===== config.mk =====
export PLATFORM = sky130hd
export DESIGN_NAME = pit_timer
export DESIGN_NICKNAME = d
export VERILOG_FILES = /design/src/rtl/pit_pkg.sv /design/src/rtl/pit_regs.sv /design/src/rtl/pit_seq.sv /design/src/rtl/pit_prescaler.sv /design/src/rtl/pit_counter.sv /design/src/rtl/pit_timer.sv
export SDC_FILE = /design/constraint.sdc
export NUM_CORES = 1
export LEC_CHECK = 0
export BUFFER_PORTS_ARGS = -buffer_cell sky130_fd_sc_hd__buf_2
export CORE_ASPECT_RATIO = 1.4
export CORE_MARGIN = 3
export CORE_UTILIZATION = 53
export CTS_CLUSTER_DIAMETER = 40
export DETAILED_ROUTE_END_ITERATION = 8
export PLACE_DENSITY = 0.75
export SLEW_MARGIN = 5
export SYNTH_ARGS = -nofsm -noshare
export SYNTH_HDL_FRONTEND = slang
export SYNTH_SLANG_ARGS = --single-unit

===== constraint.sdc =====
create_clock -name clk -period 3.48 [get_ports clk]
set_input_delay 0.348 -clock clk [delete_from_list [all_inputs] [get_ports clk]]
set_output_delay 0.348 -clock clk [all_outputs]
set_load 0.05 [all_outputs]

===== src/rtl/pit_pkg.sv =====
package pit_pkg;

    localparam int PRE_W     = 4;
    localparam int B_EN      = 0;
    localparam int B_RLD     = 1;
    localparam int B_FLAG    = 2;
    localparam int B_IE      = 3;
    localparam int B_OVW     = 4;
    localparam int B_DBG     = 5;
    localparam int B_DOZE    = 6;
    localparam int B_PRE_LO  = 8;

    localparam logic [1:0] IDX_CTRL = 2'd0;
    localparam logic [1:0] IDX_MOD  = 2'd1;
    localparam logic [1:0] IDX_CNT  = 2'd2;

    typedef enum logic [1:0] {
        ST_STOP,
        ST_RUN,
        ST_HALT_DBG,
        ST_HALT_DOZE
    } run_state_e;

    typedef struct packed {
        logic [PRE_W-1:0] pre;
        logic             doze;
        logic             dbg;
        logic             ovw;
        logic             ie;
        logic             rld;
        logic             en;
    } ctrl_t;

endpackage


===== src/rtl/pit_regs.sv =====
module pit_regs
    import pit_pkg::*;
#(
    parameter int CNT_W  = 16,
    parameter int ADDR_W = 3
) (
    input  logic              clk,
    input  logic              rst_n,
    input  logic              wr_en,
    input  logic [ADDR_W-1:0] addr,
    input  logic [CNT_W-1:0]  wdata,
    output logic [CNT_W-1:0]  rdata,
    input  logic              tc,
    input  logic [CNT_W-1:0]  cnt,
    output ctrl_t             ctrl_q,
    output ctrl_t             ctrl_nx,
    output logic [CNT_W-1:0]  mod_q,
    output logic              restart,
    output logic [CNT_W-1:0]  load_val,
    output logic              ow_load,
    output logic              irq
);

    logic       flag_q;
    logic       flag_nx;
    logic [1:0] idx;
    logic       even;
    logic       wr_ctrl;
    logic       wr_mod;
    ctrl_t      wr_fields;
    logic       cfg_diff;
    logic       unused_bits;

    assign idx     = addr[2:1];
    assign even    = ~addr[0];
    assign wr_ctrl = wr_en && even && (idx == IDX_CTRL);
    assign wr_mod  = wr_en && even && (idx == IDX_MOD);

    assign unused_bits = ^{wdata[CNT_W-1:B_PRE_LO+PRE_W], wdata[7], addr[ADDR_W-1:2]};

    always_comb begin
        wr_fields      = '0;
        wr_fields.en   = wdata[B_EN];
        wr_fields.rld  = wdata[B_RLD];
        wr_fields.ie   = wdata[B_IE];
        wr_fields.ovw  = wdata[B_OVW];
        wr_fields.dbg  = wdata[B_DBG];
        wr_fields.doze = wdata[B_DOZE];
        wr_fields.pre  = wdata[B_PRE_LO +: PRE_W];
    end

    // Everything but the interrupt enable counts as a configuration change
    assign cfg_diff = {wr_fields.pre, wr_fields.doze, wr_fields.dbg,
                       wr_fields.ovw, wr_fields.rld, wr_fields.en}
                   != {ctrl_q.pre, ctrl_q.doze, ctrl_q.dbg,
                       ctrl_q.ovw, ctrl_q.rld, ctrl_q.en};

    assign restart  = wr_ctrl && cfg_diff && wr_fields.en;
    assign ctrl_nx  = wr_ctrl ? wr_fields : ctrl_q;
    assign load_val = wr_fields.rld ? mod_q : {CNT_W{1'b1}};
    assign ow_load  = wr_mod && ctrl_q.ovw;

    always_comb begin
        flag_nx = flag_q;
        if ((wr_ctrl && wdata[B_FLAG]) || wr_mod) begin
            flag_nx = 1'b0;
        end
        if (tc) begin
            flag_nx = 1'b1;
        end
    end

    always_ff @(posedge clk) begin
        if (!rst_n) begin
            ctrl_q <= '0;
            mod_q  <= '0;
            flag_q <= 1'b0;
        end else begin
            ctrl_q <= ctrl_nx;
            flag_q <= flag_nx;
            if (wr_mod) begin
                mod_q <= wdata;
            end
        end
    end

    assign irq = ctrl_q.ie & flag_q;

    always_comb begin
        rdata = '0;
        if (even) begin
            unique case (idx)
                IDX_CTRL: begin
                    rdata[B_EN]               = ctrl_q.en;
                    rdata[B_RLD]              = ctrl_q.rld;
                    rdata[B_FLAG]             = flag_q;
                    rdata[B_IE]               = ctrl_q.ie;
                    rdata[B_OVW]              = ctrl_q.ovw;
                    rdata[B_DBG]              = ctrl_q.dbg;
                    rdata[B_DOZE]             = ctrl_q.doze;
                    rdata[B_PRE_LO +: PRE_W]  = ctrl_q.pre;
                end
                IDX_MOD: rdata = mod_q;
                IDX_CNT: rdata = cnt;
                default: rdata = '0;
            endcase
        end
    end


    mod_clear_chk: assert property (@(posedge clk) disable iff (!rst_n)
        (wr_mod && !tc) |=> !flag_q);


    tc_flag_chk: assert property (@(posedge clk) disable iff (!rst_n)
        tc |=> flag_q);


    flag_src_chk: assert property (@(posedge clk) disable iff (!rst_n)
        $rose(flag_q) |-> $past(tc));

endmodule


===== src/rtl/pit_seq.sv =====
module pit_seq
    import pit_pkg::*;
(
    input  logic  clk,
    input  logic  rst_n,
    input  ctrl_t ctrl_nx,
    input  logic  en_q,
    input  logic  dbg_pin,
    input  logic  doze_pin,
    output logic  count_en
);

    run_state_e state_q;
    run_state_e state_nx;
    logic       hold_dbg;
    logic       hold_doze;

    assign hold_dbg  = ctrl_nx.dbg  && dbg_pin;
    assign hold_doze = ctrl_nx.doze && doze_pin;

    always_comb begin
        state_nx = state_q;
        unique case (state_q)
            ST_STOP: begin
                if (ctrl_nx.en) begin
                    if (hold_dbg)       state_nx = ST_HALT_DBG;
                    else if (hold_doze) state_nx = ST_HALT_DOZE;
                    else                state_nx = ST_RUN;
                end
            end
            ST_RUN: begin
                if (!ctrl_nx.en)    state_nx = ST_STOP;
                else if (hold_dbg)  state_nx = ST_HALT_DBG;
                else if (hold_doze) state_nx = ST_HALT_DOZE;
            end
            ST_HALT_DBG: begin
                if (!ctrl_nx.en)    state_nx = ST_STOP;
                else if (!hold_dbg) state_nx = hold_doze ? ST_HALT_DOZE : ST_RUN;
            end
            ST_HALT_DOZE: begin
                if (!ctrl_nx.en)     state_nx = ST_STOP;
                else if (hold_dbg)   state_nx = ST_HALT_DBG;
                else if (!hold_doze) state_nx = ST_RUN;
            end
            default: state_nx = ST_STOP;
        endcase
    end

    always_ff @(posedge clk) begin
        if (!rst_n) begin
            state_q <= ST_STOP;
        end else begin
            state_q <= state_nx;
        end
    end

    always_comb begin
        count_en = (state_q == ST_RUN);
    end


    stop_state_chk: assert property (@(posedge clk) disable iff (!rst_n)
        !en_q |-> (state_q == ST_STOP));

endmodule


===== src/rtl/pit_prescaler.sv =====
module pit_prescaler
    import pit_pkg::*;
(
    input  logic             clk,
    input  logic             rst_n,
    input  logic             count_en,
    input  logic             restart,
    input  logic [PRE_W-1:0] pre_sel,
    output logic             tick
);

    localparam int PS_W = 1 << PRE_W;

    logic [PS_W-1:0] ps_q;
    logic [PS_W:0]   lim_full;
    logic [PS_W-1:0] lim;
    logic            unused_msb;

    // Divide by 2^(pre+1): the fixed half-rate stage folded into the shift
    assign lim_full   = ((PS_W+1)'(1) << ({1'b0, pre_sel} + 1'b1)) - (PS_W+1)'(1);
    assign lim        = lim_full[PS_W-1:0];
    assign unused_msb = lim_full[PS_W];

    assign tick = count_en && (ps_q == lim);

    always_ff @(posedge clk) begin
        if (!rst_n) begin
            ps_q <= '0;
        end else if (restart) begin
            ps_q <= '0;
        end else if (count_en) begin
            ps_q <= tick ? '0 : ps_q + 1'b1;
        end
    end


    ps_hold_chk: assert property (@(posedge clk) disable iff (!rst_n)
        (!count_en && !restart) |=> $stable(ps_q));

endmodule


===== src/rtl/pit_counter.sv =====
module pit_counter #(
    parameter int CNT_W = 16
) (
    input  logic             clk,
    input  logic             rst_n,
    input  logic             tick,
    input  logic             restart,
    input  logic [CNT_W-1:0] load_val,
    input  logic             ow_load,
    input  logic [CNT_W-1:0] ow_val,
    input  logic             rld,
    input  logic [CNT_W-1:0] mod_val,
    output logic [CNT_W-1:0] cnt,
    output logic             tc
);

    localparam logic [CNT_W-1:0] WRAP_VAL = {CNT_W{1'b1}};

    logic [CNT_W-1:0] cnt_q;
    logic [CNT_W-1:0] reload;

    assign reload = rld ? mod_val : WRAP_VAL;
    assign tc     = tick && (cnt_q == '0);
    assign cnt    = cnt_q;

    always_ff @(posedge clk) begin
        if (!rst_n) begin
            cnt_q <= '0;
        end else if (restart) begin
            cnt_q <= load_val;
        end else if (ow_load) begin
            cnt_q <= ow_val;
        end else if (tick) begin
            cnt_q <= (cnt_q == '0) ? reload : cnt_q - 1'b1;
        end
    end


    restart_load_chk: assert property (@(posedge clk) disable iff (!rst_n)
        restart |=> (cnt_q == $past(load_val)));


    overwrite_chk: assert property (@(posedge clk) disable iff (!rst_n)
        (ow_load && !restart) |=> (cnt_q == $past(ow_val)));


    reload_chk: assert property (@(posedge clk) disable iff (!rst_n)
        (tc && rld && !restart && !ow_load) |=> (cnt_q == $past(mod_val)));


    cnt_hold_chk: assert property (@(posedge clk) disable iff (!rst_n)
        (!tick && !restart && !ow_load) |=> $stable(cnt_q));

endmodule


===== src/rtl/pit_timer.sv =====
module pit_timer
    import pit_pkg::*;
#(
    parameter int CNT_W  = 16,
    parameter int ADDR_W = 3
) (
    input  logic              clk,
    input  logic              rst_n,
    input  logic              bus_wr,
    input  logic [ADDR_W-1:0] bus_addr,
    input  logic [CNT_W-1:0]  bus_wdata,
    output logic [CNT_W-1:0]  bus_rdata,
    input  logic              dbg_mode,
    input  logic              doze_mode,
    output logic              irq
);

    ctrl_t            ctrl_q;
    ctrl_t            ctrl_nx;
    logic [CNT_W-1:0] mod_q;
    logic             restart;
    logic [CNT_W-1:0] load_val;
    logic             ow_load;
    logic             count_en;
    logic             tick;
    logic             tc;
    logic [CNT_W-1:0] cnt;

    pit_regs #(.CNT_W(CNT_W), .ADDR_W(ADDR_W)) u_regs (
        .clk      (clk),
        .rst_n    (rst_n),
        .wr_en    (bus_wr),
        .addr     (bus_addr),
        .wdata    (bus_wdata),
        .rdata    (bus_rdata),
        .tc       (tc),
        .cnt      (cnt),
        .ctrl_q   (ctrl_q),
        .ctrl_nx  (ctrl_nx),
        .mod_q    (mod_q),
        .restart  (restart),
        .load_val (load_val),
        .ow_load  (ow_load),
        .irq      (irq)
    );

    pit_seq u_seq (
        .clk      (clk),
        .rst_n    (rst_n),
        .ctrl_nx  (ctrl_nx),
        .en_q     (ctrl_q.en),
        .dbg_pin  (dbg_mode),
        .doze_pin (doze_mode),
        .count_en (count_en)
    );

    pit_prescaler u_pre (
        .clk      (clk),
        .rst_n    (rst_n),
        .count_en (count_en),
        .restart  (restart),
        .pre_sel  (ctrl_q.pre),
        .tick     (tick)
    );

    pit_counter #(.CNT_W(CNT_W)) u_cnt (
        .clk      (clk),
        .rst_n    (rst_n),
        .tick     (tick),
        .restart  (restart),
        .load_val (load_val),
        .ow_load  (ow_load),
        .ow_val   (bus_wdata),
        .rld      (ctrl_q.rld),
        .mod_val  (mod_q),
        .cnt      (cnt),
        .tc       (tc)
    );

endmodule


==> summary.txt <==
Route
  • Antenna viol nets, final: 0
  • Remaining design rule violation count: 0
  • Iteration-0 DRC Markers: approximately 530
  • Sum of routed wire length over all layers: 13450 µm
  • Vias: approximately 4.4k
  • Post-detailed-route via-to-cell ratio: about 6.5
  • Number of iterations in the first detailed-routing pass: 7
  • WL per Instance: around 20 µm

Pwr
  • VDD IR-drop max: 0.0002523 V
  • Total power divided by cell area: about 360 nW/µm²
  • Static Leak: ~1.7 nW
  • Post-layout total power: roughly 0.0017 W

Critical path
  • Family with the most delay on the worst path: simple AND/OR/NAND/NOR gates
  • Crit Path Category: reg2reg
  • Worst path cell trace: or4_4, ha_1, or3b_1, a21oi_1, or3_1, a2111oi_4, nand4_4, nand2_4, mux2i_1
  • Category of the worst setup path launch point: register
  • Peak fanout along the critical path: 14
  • Crit path buf inv count: 0
  • Biggest cell delay along the critical path: 540 ps
  • CP max-delay cell: sky130_fd_sc_hd__or4_4
  • Signal arrival time at the worst endpoint: 3300 ps
  • Critical path endpoint category: register
  • WP data required: between 3000 and 4000 ps

Floorplan
  • Boundary Pins: 41
  • Chip Height: 111.6 µm
  • Placeable core region: about 7500 µm²
  • Overall die area: 9095 µm²
  • Chip width: about 81 µm
  • Placement Rows: 37
  • Starting density of the core: 0.5599

Synth
  • Unique masters post-synth: 77
  • Syn avg cell area: approximately 7.6 µm²
  • Post-synth top area cell: sky130_fd_sc_hd__dfxtp_1
  • Net count after synthesis: just under 600
  • Post-Synthesis Cells: approximately 560
  • Top cell type's share of synthesized area: 0.2890
  • Flip-flop cell with the highest count after synthesis: sky130_fd_sc_hd__dfxtp_1
  • #FFs+latches synth: 61
  • Async set-reset flop share out of synthesis: 0
  • Ys Warns: 0
  • Post-synthesis instance area: between 4000 and 5000 µm²
  • Number of synthesized flops with an enable pin: 0
  • Cells taking the most area after synthesis: sky130_fd_sc_hd__dfxtp_1 29%, sky130_fd_sc_hd__nand2_1 8.9%, sky130_fd_sc_hd__a21oi_1 5.1%, sky130_fd_sc_hd__xor2_1 4.8%, sky130_fd_sc_hd__nor2_1 4.5%
  • Sequential area share after synthesis: 0.2890

Final layout
  • Post-route core utilization: 0.6147
  • Layout overhead on the synthesized area: 9.772%
  • Non-filler cells in the finished layout: between 600 and 700
  • Multi-input gate area: around 2800 µm²
  • Fraction of layout instances using a drive strength above 1: 0.1556
  • Storage element area: between 1000 and 1500 µm²
  • Ant. Diodes: 0
  • Fillers: a little over 700
  • Number of nets at the end of the flow: ~600
  • Final Cell Area: between 4000 and 5000 µm²

Place
  • Placed cell count: about 670
  • Final GP Congestion: 0.9868
  • Number of port buffers: 40
  • Placed wire-length estimate after detailed placement: about 9500 µm
  • Area post-placement: between 4000 and 5000 µm²

Timing
  • Count of final max-slew check failures: 0
  • Post-route fraction of the period consumed by the critical path: 0.8698
  • Transition at the pin with the smallest max-transition slack: ~800 ps
  • Setup clock skew after layout: 5.525 ps
  • Final Hold Fails: 0
  • Highest clock frequency the design can meet: approximately 330 MHz
  • Relative max-transition margin: 0.4689
  • RSZ-0062 raised after global routing: false
  • Crit path time final: 3027 ps
  • Final setup violation count: 0
  • Setup TNS: 0 ps

Hold path
  • Tightest Hold Check Type: in2reg

Clocking
  • Num CTS Buffers: 9
  • Clock-pin transition on the worst setup and hold timing paths: 70 ps
  • Number of clock sinks: slightly above 60
  • CTS tree: done
  • Bufs on Longest Clock Path: 2
  • Post_cts resized: 0
  • Hold buffers post-CTS: 0
  • Root cell of the clock tree: sky130_fd_sc_hd__clkbuf_8
  • Clock latency on the worst-skew pair: between 300 and 400 ps
  • Number of H-tree levels: 3
  • Post-CTS Setup Inserts: 0

Global routing
  • Via count of the first global-routing pass: 4267
  • Met3 usage in global routing: 0.06311
  • Gr ovfl total: 0
  • GRT Overall Usage: 0.3038
  • GRT met2 Usage: 0.5218
  • First-pass GRT wire length: 21290 µm
  • Grt peak-use layer: met2
  • Maximum number of pins on one net before global-route repair: 27
  • M1 GR Usage: 0.3375
  • Antenna violations before repair: 0

Flow run
  • Count of maximum capacitance violations: 0

Run status
  • Outcome: finished, final reports clean
layout make-up:
class,instances,share of cell area
multi-input cells,443,0.5929
clock inverters,4,0.01025
clock buffers,11,0.03264
flip-flops and latches,61,0.2633
well taps,97,0.02617
repair buffers,53,0.06420
inverters,13,0.01052
worst min-delay path: cells and delay by family:
family | cells | cell delay [ps]
buf+inv | 1 | 100
simple gates | 1 | 50
compound gates | 1 | 50
state kept, by name, summed over array words and instances, names as in the netlist:
| signal | cells |
|---|---|
| u_seq.state_q | 2 |
| u_regs.flag_q | 1 |
| u_regs.ctrl_q | 10 |
| u_regs.mod_q | 16 |
| u_pre.ps_q | 16 |
| u_cnt.cnt | 16 |
report_power, final:
group / leakage [nW] / switching (W) / total [W] / internal (W)
clock: 0.101 / 0.000297 / 0.000661 / 0.000363
sequential: 0.493 / 0.0000184 / 0.000728 / 0.000709
combinational: 1.16 / 0.000175 / 0.000279 / 0.000104
total: 1.75 / 0.000491 / 0.00167 / 0.00118
cells by family after synthesis:
family / synth area share
other: 0.0008875
DFF: 0.2890
buffers and inverters: 0.06011
adders and majority gates: 0.02606
xor gates and xnor gates: 0.07255
AOI/OAI and AO/OA: 0.2203
muxes: 0.02369
and+or+nand+nor: 0.3074
layer usage:
layer | share of wire | up-vias | wire length (µm)
met5 | 0 | - | 0
met4 | 0.046 | 0 | 625
met3 | 0.083 | 53 | 1117
met2 | 0.51 | 254 | 6889
met1 | 0.36 | 2062 | 4815
li1 | - | 2048 | -
cells in the mapped netlist (all sizes together), types with 7 or more instances:
master / number
nand2: 101
dfxtp: 61
nor2: 53
a21oi: 44
clkbuf: 26
o21ai: 23
xor2: 23
nor3: 19
nand3: 18
buf: 16
xnor2: 12
a222oi: 11
inv: 11
mux2i: 10
nand2b: 9
ha: 8
nand4: 8
o211ai: 8
nor4: 7
path summary, 6_finish.rpt:
kind                    startpoint                to  depth (start not counted)  slack (ps)
setup / recovery  u_regs.ctrl_q[9]      u_cnt.cnt[5]                          9         450
hold / removal       bus_wdata[14]  u_regs.mod_q[14]                          3         240
setup reg to reg  u_regs.ctrl_q[9]      u_cnt.cnt[5]                          9         450
hold reg to reg   u_regs.ctrl_q[2]  u_regs.ctrl_q[2]                          2         480
metrics by stage:
stage	hold WS, ps	worst slack [ps]
after floorplan	444.1	564.7
after global placement	460.6	594.7
after detailed placement	466.9	462.6
after CTS	237.5	451.0
after global routing	241.1	312.5
final	240.7	453.2
layout by cell type, fill, tap and decap left out, drive strengths merged, types with 3 or more instances in the layout:
master  netlist  final
a22oi         5      5
a222oi       11     11
xor2         23     23
nand3        18     18
nor3         19     19
mux2i        10     10
o21ai        23     23
nand2       101    101
clkinv        2      4
a311oi        4      4
nand4         8      8
and2          3      3
o311ai        6      6
xnor2        12     12
or3           6      6
and3          4      4
clkbuf       26     11
nor2         53     53
o221ai        5      5
or4           4      4
a21oi        44     44
nand2b        9      9
dfxtp        61     61
a31oi         4      4
o211ai        8      8
buf          16     53
inv          11     11
nor4          7      7
ha            8      8
o31ai         3      3
or2           5      5
and4          4      4
(Power assumes the default switching activity.)
